<file path="src/rtl/wdog_pkg.sv">
// Package: register layout, service keys and shared types of the keyed watchdog.
// Assumes a 32-bit register bus and a fixed 16-bit reload field.
package wdog_pkg;

    localparam int BUS_W      = 32;
    localparam int BE_W       = BUS_W / 8;
    localparam int CNT_W      = 16;

    // Word indices (byte address >> 2)
    localparam int REG_CTRL   = 1;
    localparam int REG_COUNT  = 2;
    localparam int REG_SVC    = 3;

    localparam logic [CNT_W-1:0] KEY_ARM  = 16'h556C;
    localparam logic [CNT_W-1:0] KEY_FIRE = 16'hAA39;
    localparam logic [CNT_W-1:0] CNT_POR  = 16'hFFFF;

    typedef enum logic {
        KEY_IDLE  = 1'b0,
        KEY_ARMED = 1'b1
    } key_state_t;

    typedef struct packed {
        logic [CNT_W-1:0] reload;
        logic             enable;
        logic             rst_mode;
        logic             pre_en;
    } wd_ctrl_t;

endpackage

</file>
<file path="src/rtl/wdog_regs.sv">
// Register front end: decodes the bus, holds the write-once control word and
// its lock flag, and returns registered read data.
// Assumes word-aligned access; address bits 1:0 are not decoded.
module wdog_regs
    import wdog_pkg::*;
#(
    parameter int ADDR_W = 8
) (
    input  logic              clk,
    input  logic              rst_n,
    input  logic [ADDR_W-1:0] bus_addr,
    input  logic [BUS_W-1:0]  bus_wdata,
    input  logic [BE_W-1:0]   bus_be,
    input  logic              bus_wr,
    input  logic              bus_rd,
    output logic [BUS_W-1:0]  bus_rdata,
    input  logic [CNT_W-1:0]  cnt_value,
    output wd_ctrl_t          ctrl_q,
    output wd_ctrl_t          ctrl_next,
    output logic              ctrl_locked,
    output logic              ctrl_load,
    output logic              svc_wr,
    output logic [CNT_W-1:0]  svc_data
);

    localparam int WORD_W = ADDR_W - 2;

    logic [WORD_W-1:0] word;
    logic              wr_any;
    logic [BUS_W-1:0]  rd_word;
    logic              unused_lsbs;

    assign word        = bus_addr[ADDR_W-1:2];
    assign unused_lsbs = ^bus_addr[1:0];
    assign wr_any      = bus_wr && (|bus_be);

    // Control write is accepted only while the lock flag is clear.
    assign ctrl_load   = wr_any && (word == WORD_W'(REG_CTRL)) && !ctrl_locked;

    // Service write needs both low byte lanes.
    assign svc_wr      = wr_any && (word == WORD_W'(REG_SVC)) && (bus_be[1:0] == 2'b11);
    assign svc_data    = bus_wdata[CNT_W-1:0];

    // Merge enabled byte lanes of the write into the current control value.
    always_comb begin
        ctrl_next = ctrl_q;
        if (bus_be[3]) ctrl_next.reload[15:8] = bus_wdata[31:24];
        if (bus_be[2]) ctrl_next.reload[7:0]  = bus_wdata[23:16];
        if (bus_be[0]) begin
            ctrl_next.enable   = bus_wdata[2];
            ctrl_next.rst_mode = bus_wdata[1];
            ctrl_next.pre_en   = bus_wdata[0];
        end
    end

    // Hold the control word and set the lock on its first accepted write.
    always_ff @(posedge clk) begin
        if (!rst_n) begin
            ctrl_q      <= '{reload: CNT_POR, enable: 1'b0, rst_mode: 1'b0, pre_en: 1'b0};
            ctrl_locked <= 1'b0;
        end else if (ctrl_load) begin
            ctrl_q      <= ctrl_next;
            ctrl_locked <= 1'b1;
        end
    end

    // Select the word addressed by a read.
    always_comb begin
        if (word == WORD_W'(REG_CTRL)) begin
            rd_word = {ctrl_q.reload, 12'b0, ctrl_locked,
                       ctrl_q.enable, ctrl_q.rst_mode, ctrl_q.pre_en};
        end else if (word == WORD_W'(REG_COUNT)) begin
            rd_word = {{(BUS_W-CNT_W){1'b0}}, cnt_value};
        end else begin
            rd_word = '0;
        end
    end

    // Register read data on a read strobe.
    always_ff @(posedge clk) begin
        if (!rst_n) begin
            bus_rdata <= '0;
        end else if (bus_rd) begin
            bus_rdata <= rd_word;
        end
    end

endmodule

</file>
<file path="src/rtl/wdog_key.sv">
// Service key sequencer: tracks the ordered two-value key and flags a
// completed service for one clock. Any wrong value returns it to idle.
// Assumes svc_wr is already qualified by address and byte enables.
module wdog_key
    import wdog_pkg::*;
(
    input  logic             clk,
    input  logic             rst_n,
    input  logic             svc_wr,
    input  logic [CNT_W-1:0] svc_data,
    output logic             svc_reload
);

    key_state_t state_q, state_d;

    // Next state and completion flag from the current key step.
    always_comb begin
        state_d    = state_q;
        svc_reload = 1'b0;
        if (svc_wr) begin
            case (state_q)
                KEY_IDLE:  state_d = (svc_data == KEY_ARM) ? KEY_ARMED : KEY_IDLE;
                KEY_ARMED: begin
                    state_d    = KEY_IDLE;
                    svc_reload = (svc_data == KEY_FIRE);
                end
                default:   state_d = KEY_IDLE;
            endcase
        end
    end

    // Key state register.
    always_ff @(posedge clk) begin
        if (!rst_n) state_q <= KEY_IDLE;
        else        state_q <= state_d;
    end

endmodule

</file>
<file path="src/rtl/wdog_prescale.sv">
// Prescaler: free-running divide-by-2^PRESCALE_W while run is high,
// emitting a one-clock tick on its last count. Clear restarts it at zero.
// Assumes PRESCALE_W >= 1.
module wdog_prescale #(
    parameter int PRESCALE_W = 16
) (
    input  logic clk,
    input  logic rst_n,
    input  logic run,
    input  logic clear,
    output logic tick
);

    logic [PRESCALE_W-1:0] div_q;

    assign tick = run && (&div_q);

    // Advance the divider while running; clear has priority.
    always_ff @(posedge clk) begin
        if (!rst_n)     div_q <= '0;
        else if (clear) div_q <= '0;
        else if (run)   div_q <= div_q + 1'b1;
    end

endmodule

</file>
<file path="src/rtl/wdog_counter.sv">
// Down-counter and expiry action: steps on each tick, reloads on control
// load, service or expiry, and drives the reset pulse or sticky interrupt.
// Assumes ctrl_load and svc_reload never occur in the same clock.
module wdog_counter
    import wdog_pkg::*;
(
    input  logic             clk,
    input  logic             rst_n,
    input  logic             enable,
    input  logic             pre_en,
    input  logic             rst_mode,
    input  logic             ps_tick,
    input  logic             ctrl_load,
    input  logic [CNT_W-1:0] load_val,
    input  logic [CNT_W-1:0] reload_val,
    input  logic             svc_reload,
    output logic [CNT_W-1:0] cnt_q,
    output logic             wd_reset_req,
    output logic             wd_irq
);

    logic step;
    logic expire;

    assign step   = enable && (pre_en ? ps_tick : 1'b1);
    assign expire = step && (cnt_q <= CNT_W'(1)) && !svc_reload && !ctrl_load;

    // Counter: load, reload or step down.
    always_ff @(posedge clk) begin
        if (!rst_n)                     cnt_q <= CNT_POR;
        else if (ctrl_load)             cnt_q <= load_val;
        else if (svc_reload || expire)  cnt_q <= reload_val;
        else if (step)                  cnt_q <= cnt_q - 1'b1;
    end

    // Expiry outputs: one-clock reset pulse or sticky interrupt.
    always_ff @(posedge clk) begin
        if (!rst_n) begin
            wd_reset_req <= 1'b0;
            wd_irq       <= 1'b0;
        end else begin
            wd_reset_req <= expire && rst_mode;
            if (svc_reload)                 wd_irq <= 1'b0;
            else if (expire && !rst_mode)   wd_irq <= 1'b1;
        end
    end

endmodule

</file>
<file path="src/rtl/keyed_watchdog.sv">
// Top of the keyed-service watchdog: joins the register front end, key
// sequencer, prescaler and counter. Assumes a single clock and a
// synchronous active-low power-on reset.
module keyed_watchdog
    import wdog_pkg::*;
#(
    parameter int ADDR_W     = 8,
    parameter int PRESCALE_W = 16
) (
    input  logic              clk,
    input  logic              rst_n,
    input  logic [ADDR_W-1:0] bus_addr,
    input  logic [31:0]       bus_wdata,
    input  logic [3:0]        bus_be,
    input  logic              bus_wr,
    input  logic              bus_rd,
    output logic [31:0]       bus_rdata,
    output logic              wd_reset_req,
    output logic              wd_irq
);

    wd_ctrl_t         ctrl_q;
    wd_ctrl_t         ctrl_next;
    logic             ctl_locked;
    logic             ctl_load;
    logic             ctl_en;
    logic             ctl_mode;
    logic             ctl_pre;
    logic [CNT_W-1:0] reload_val;
    logic             svc_wr;
    logic [CNT_W-1:0] svc_data;
    logic             svc_reload;
    logic             ps_tick;
    logic [CNT_W-1:0] cnt_q;

    assign ctl_en     = ctrl_q.enable;
    assign ctl_mode   = ctrl_q.rst_mode;
    assign ctl_pre    = ctrl_q.pre_en;
    assign reload_val = ctrl_q.reload;

    wdog_regs #(.ADDR_W(ADDR_W)) u_regs (
        .clk         (clk),
        .rst_n       (rst_n),
        .bus_addr    (bus_addr),
        .bus_wdata   (bus_wdata),
        .bus_be      (bus_be),
        .bus_wr      (bus_wr),
        .bus_rd      (bus_rd),
        .bus_rdata   (bus_rdata),
        .cnt_value   (cnt_q),
        .ctrl_q      (ctrl_q),
        .ctrl_next   (ctrl_next),
        .ctrl_locked (ctl_locked),
        .ctrl_load   (ctl_load),
        .svc_wr      (svc_wr),
        .svc_data    (svc_data)
    );

    wdog_key u_key (
        .clk        (clk),
        .rst_n      (rst_n),
        .svc_wr     (svc_wr),
        .svc_data   (svc_data),
        .svc_reload (svc_reload)
    );

    wdog_prescale #(.PRESCALE_W(PRESCALE_W)) u_pre (
        .clk   (clk),
        .rst_n (rst_n),
        .run   (ctl_en && ctl_pre),
        .clear (ctl_load || svc_reload),
        .tick  (ps_tick)
    );

    wdog_counter u_cnt (
        .clk          (clk),
        .rst_n        (rst_n),
        .enable       (ctl_en),
        .pre_en       (ctl_pre),
        .rst_mode     (ctl_mode),
        .ps_tick      (ps_tick),
        .ctrl_load    (ctl_load),
        .load_val     (ctrl_next.reload),
        .reload_val   (reload_val),
        .svc_reload   (svc_reload),
        .cnt_q        (cnt_q),
        .wd_reset_req (wd_reset_req),
        .wd_irq       (wd_irq)
    );

endmodule

</file>
<file path="config.mk">
export PLATFORM = sky130hd
export DESIGN_NAME = keyed_watchdog
export DESIGN_NICKNAME = d
export VERILOG_FILES = /design/src/rtl/wdog_pkg.sv /design/src/rtl/wdog_regs.sv /design/src/rtl/wdog_key.sv /design/src/rtl/wdog_prescale.sv /design/src/rtl/wdog_counter.sv /design/src/rtl/keyed_watchdog.sv
export SDC_FILE = /design/constraint.sdc
export NUM_CORES = 1
export LEC_CHECK = 0
export ABC_AREA = 1
export BUFFER_PORTS_ARGS = -buffer_cell sky130_fd_sc_hd__buf_2
export CORE_MARGIN = 2
export CORE_UTILIZATION = 30
export DETAILED_ROUTE_END_ITERATION = 6
export GPL_ROUTABILITY_DRIVEN = 0
export PLACE_DENSITY = 0.51
export SLEW_MARGIN = 10
export SYNTH_ARGS = -nofsm -noshare
export SYNTH_HDL_FRONTEND = slang
export SYNTH_HIERARCHICAL = 1
export SYNTH_SLANG_ARGS = --single-unit
export TNS_END_PERCENT = 100
</file>
<file path="constraint.sdc">
create_clock -name clk -period 3.2 [get_ports clk]
set_clock_uncertainty 0.1 [all_clocks]
set_input_delay 0.16 -clock clk [delete_from_list [all_inputs] [get_ports clk]]
set_output_delay 0.16 -clock clk [all_outputs]
set_load 0.05 [all_outputs]
</file>
==> results.cfg, run 1 <==
[timing]
final-setup-viol-count = 0
fin_hold_ws_ns = 0.03124
rsz0062_at_grt = false
hold_viol_final = 0
setup_tns_ns = 0
period_minus_slack_ns = 2.608
finalMaxSlewViolations = 0
maxSlewHeadroom = 0.4124
max_clock_freq_mhz = 383.5
worstMarginPinSlew_ns = 0.8814
final.period_utilization = 0.8149

[logic_synthesis]
yosysWarningCount = 6
syn_inst = 759
syn_nets = 810
syn_avg_cell_area_um2 = 6.610
syn_area_um2 = 5017

[layout]
fillers = 1859
diodes = 0
area_growth_pct = 14.16
final_common_cell = nand2_1
drive_above_1_share = 0.1890
layout_common_cells = 212 x nand2_1, 88 x inv_1, 87 x dfxtp_1, 79 x buf_2, 76 x nor2_1
final_nets = 861

[clock_tree]
cts.sinks = 87
clock_latency_ns = 0.35
cts_made_buffers = 9
hold_buffers = 0
cts_max_path_buffers = 2
path_clk_slew_ns = 0.06
postCtsSetupRepairBufs = 0
cts_tree = yes
htreeDepth = 3
root_buffer = clkbuf_16
cts_resized = 0

[placement]
dpl.hpwl_um = 9882
io_buffers = 79

[grt]
grt_pass1_wl_um = 22220
grt_pass1_vias = 4433
track_usage = 0.1558
overflow = 0
antenna_found_initial = 0
grt_max_degree = 54

[detailed_routing]
drt_wl_total_um = 13180
vias = 4696
wl_per_cell_um = 12.74
ant_nets = 0
avgViaCountPerCell = 4.537
drt_iter0_markers = 293
drc_errors = 0
first_pass_iters = 4

[floorplan]
coreArea_um2 = 16470
die_h_um = 133.3
fp.dieArea_um2 = 17770
initial_core_util = 0.3047
rows = 47
ios = 82
die-width_um = 133.3

[critical_path]
slowest_delay_ns = 0.42
worstSetupEndpointType = flop
crit_top_cell = nand2_1
cp.required_ns = 3.35
worstPathCellList = nand2_1 > inv_1 > nand2_1 > inv_1 > nand2_1 > nor2_1 > nand3_1 > nor2_1 > o21ai_2 > nor2_2 > nand3_4 > nand2_8 > inv_2 > nand2_1 > nand3_1 > nand2_1 > nand2_1
start_kind = flop
critical_path_class = reg -> reg
critPathMaxFanout = 18
crit_arrival_ns = 2.75
slowest_stage = dfxtp_1

[power]
power_leakage_nw = 2.714
p_per_area_nw_per_um2 = 409.2
p_total_mw = 2.344
irDropWorstVdd_v = 0.0002859

[worst_hold_path]
hp-class = in -> reg

[status]
outcome = completed

[job]
drv_cap = 0
==> state kept, by name (all words and copies together), names as in the netlist <==
register and cells:
u_regs/bus_rdata 32, u_cnt/wd_irq 1, u_regs/ctrl_locked 1, u_key/state_q 1
u_cnt/cnt_q 16, u_pre/div_q 16, u_cnt/wd_reset_req 1, u_regs/ctrl_q 19
==> per-stage QoR <==
stage                     setup WS, ns  utilization  cell area (µm²)  instances
final                           0.5922       0.3479             5728       1035
after global routing            0.2456       0.3479             5728       1035
after CTS                       0.5721       0.3479             5728       1035
after detailed placement        0.5310       0.3305             5441       1019
after global placement          0.5339       0.3305             5441       1019
after floorplan                 0.9450            -             5017        759
==> layout make-up <==
cell class / count / area [µm²] / area share
sequential: 87 / 1742 / 0.3041
tap: 220 / 275.3 / 0.04806
multi-input combinational: 534 / 2631 / 0.4594
inverter: 92 / 345.3 / 0.06029
timing repair buffer: 86 / 447.9 / 0.07820
clock inverter: 4 / 30.03 / 0.005242
clock buffer: 12 / 256.5 / 0.04478
==> per-layer routing <==
| layer | vias to the layer above | GRT usage | wire [µm] |
|---|---|---|---|
| met1 | 2105 | 0.2132 | 6508 |
| met4 | 0 | 0.04669 | 154 |
| met2 | 90 | 0.2460 | 5958 |
| met5 | - | 0 | 0 |
| met3 | 14 | 0.03425 | 559 |
| li1 | 2487 | - | - |
==> where the power goes <==
part           leakage, nW  switching (mW)  internal (mW)
clock network        0.127           0.448          0.569
registers            0.706          0.0127           1.10
logic                 1.88           0.143         0.0712
==> final timing paths <==
check	from	depth (start not counted)	to	slack (ns)
max	u_regs/ctrl_q[2]	17	u_cnt/cnt_q[12]	0.59
min	bus_wdata[13]	4	u_key/state_q	0.03
max reg2reg	u_regs/ctrl_q[2]	17	u_cnt/cnt_q[12]	0.59
min reg2reg	u_regs/bus_rdata[11]	2	u_regs/bus_rdata[11]	0.36
==> worst max-delay path: cells and delay by family (launching register included) <==
| kind | cells | cell delay (ns) |
|---|---|---|
| DFF | 1 | 0.42 |
| and+or+nand+nor | 13 | 1.47 |
| AOI/OAI and AO/OA | 1 | 0.13 |
| buffers and inverters | 3 | 0.39 |
No activity file was read; power rests on OpenSTA's default activity.
==> run 2: changes to the inputs <==
==> constraint.sdc (replaced) <==
create_clock -name clk -period 2.53 [get_ports clk]
set_clock_uncertainty 0.1 [all_clocks]
set_input_delay 0.1265 -clock clk [delete_from_list [all_inputs] [get_ports clk]]
set_output_delay 0.1265 -clock clk [all_outputs]
set_load 0.05 [all_outputs]
==> run 2 against run 1 <==
Die area unchanged. Utilization up 1.3 points. Maximum frequency up 17%. Sequential power up 27%. Power up 38%. Combinational power up 31%. Cell area up 3.9%. Worst hold slack worse by 0.022 ns. Register-to-register slack worse by 0.28 ns. Via count up 1.6%. Largest power group is now clock.
==> results.cfg, run 2 (synthesized netlist as in run 1, its figures left out) <==
[layout]
layout_common_cells = 212 x nand2_1, 88 x inv_1, 87 x dfxtp_1, 79 x buf_2, 75 x nor2_1
ff_latch_area_um2 = 1742
area_growth_pct = 18.58
diodes = 0
fillers = 1859
stdcell_area_um2 = 5949
final_nets = 880
largest_reg_flops = 32
top_register = u_regs/bus_rdata
top_regs = u_regs/bus_rdata: 32 flops, u_regs/ctrl_q: 19 flops
drive_above_1_share = 0.2074
final_common_cell = nand2_1
multi_input_area_um2 = 2634

[grt]
grt_pass1_wl_um = 21940
antenna_found_initial = 0
grt_pass1_vias = 4467
overflow = 0
grt_max_degree = 41
track_usage = 0.1521

[critical_path]
slowest_stage = dfxtp_1
r2r-end = u_cnt/cnt_q[8]
reg2regPathDepth = 15
r2r_setup_slack_ns = 0.31
crit_arrival_ns = 2.36
critical_path_class = reg -> reg
crit_top_cell = nand2_1
worstPathCellList = ha_1 > nand2_1 > inv_1 > nand2_1 > nor2_1 > nand3_1 > nor2_2 > o21ai_2 > nor2_2 > nand3_4 > buf_4 > nand4_1 > nand3_1 > nand2_1 > nand2_1
worstSetupEndpointType = flop
critPathMaxFanout = 7
slowest_delay_ns = 0.37
start_kind = flop
r2r-start = u_pre/div_q[0]
startpoint = u_pre/div_q[0]
cp.required_ns = 2.66

[clock_tree]
cts_max_path_buffers = 2
htreeDepth = 3
cts_made_buffers = 9
path_clk_slew_ns = 0.06
cts.sinks = 87
clock_latency_ns = 0.35
cts_tree = yes
postCtsSetupRepairBufs = 0
root_buffer = clkbuf_16

[worst_hold_path]
hp-class = in -> reg
min_to = u_key/state_q
holdPathStages = 4
min-delay-start = bus_wdata[11]

[floorplan]
die_h_um = 133.3
ios = 82
die-width_um = 133.3
rows = 47
coreArea_um2 = 16470
fp.dieArea_um2 = 17770
initial_core_util = 0.3047

[timing]
fin_hold_ws_ns = 0.009427
hold_viol_final = 0
max_clock_freq_mhz = 450.0
final.period_utilization = 0.8784
worstMarginPinSlew_ns = 0.5208
final-setup-viol-count = 0
setup_tns_ns = 0
rsz0062_at_grt = false
period_minus_slack_ns = 2.222
finalMaxSlewViolations = 0
maxSlewHeadroom = 0.6507

[placement]
dpl.hpwl_um = 10090
dpl_cell_area_um2 = 5589
io_buffers = 79

[power]
p_per_area_nw_per_um2 = 545.0
irDropWorstVdd_v = 0.0003255
power_leakage_nw = 2.844

[detailed_routing]
vias = 4772
drt_iter0_markers = 302
drc_errors = 0
avgViaCountPerCell = 4.528
ant_nets = 0
first_pass_iters = 5
wl_per_cell_um = 12.59
drt_wl_total_um = 13270

[status]
outcome = completed

[job]
drv_cap = 0
==> run 2: cell count changes in the layout (fill, tap and decap cells not counted) <==
cell           before  now
buf_4               7   24
bufinv_16           0    3
clkinvlp_4          4    2
clkbuf_8            2    1
dlygate4sd3_1       0    1
nor2_1             76   75
buf_12              0    1
nor2_2              8    9
==> run 2: where the power goes <==
| part | internal [mW] | switching, mW | leakage [nW] |
|---|---|---|---|
| Sequential | 1.39 | 0.0160 | 0.706 |
| Clock | 0.992 | 0.561 | 0.162 |
| Combinational | 0.0983 | 0.183 | 1.98 |
==> run 2: area by class of cell <==
type	count	share of cell area
inverters	92	0.05804
well taps	220	0.04627
repair buffers	105	0.1018
flip-flops and latches	87	0.2927
multi-input cells	534	0.4427
clock inverters	5	0.01767
clock buffers	11	0.04080
==> run 2: worst max path at each step <==
stage,end,slack [ns],cells after the start
2_1_floorplan,u_cnt/cnt_q[6],0.31,12
3_3_place_gp,u_cnt/cnt_q[6],0.24,12
3_5_place_dp,u_cnt/cnt_q[6],0.23,12
4_1_cts,u_cnt/cnt_q[8],0.27,15
5_1_grt,u_cnt/cnt_q[8],0.05,14
6_report,u_cnt/cnt_q[8],0.31,15
==> run 2: repair_timing <==
item / in CTS / in global routing
setup endpoints to repair: 0 / 1
gates resized for setup: 0 / 1
hold buffers: 1 / 0
endpoints found under the hold margin: 1 / 0
==> run 2: critical path: cells and delay by family (launching register included) <==
kind / cells / cell delay [ns]
compound gates: 1 / 0.09
fa+ha+maj: 1 / 0.19
flops: 1 / 0.37
simple gates: 11 / 1.11
buf+inv: 2 / 0.25
==> run 2: per-layer routing <==
metal	routed length (µm)	vias to the layer above	global-route usage
met4	140	0	0.04019
met3	576	7	0.03767
li1	-	2533	-
met5	0	-	0
met2	5998	99	0.2437
met1	6558	2133	0.2048
==> run 2: per-stage QoR <==
stage / total power, mW / std cells / utilization / setup slack, ns
after floorplan: 1.640 / 759 / - / 0.3085
after global placement: 1.721 / 1037 / 0.3394 / 0.2382
after detailed placement: 1.720 / 1037 / 0.3394 / 0.2279
after CTS: 3.285 / 1054 / 0.3612 / 0.2667
after global routing: 3.363 / 1054 / 0.3613 / 0.04592
final: 3.242 / 1054 / 0.3613 / 0.3077
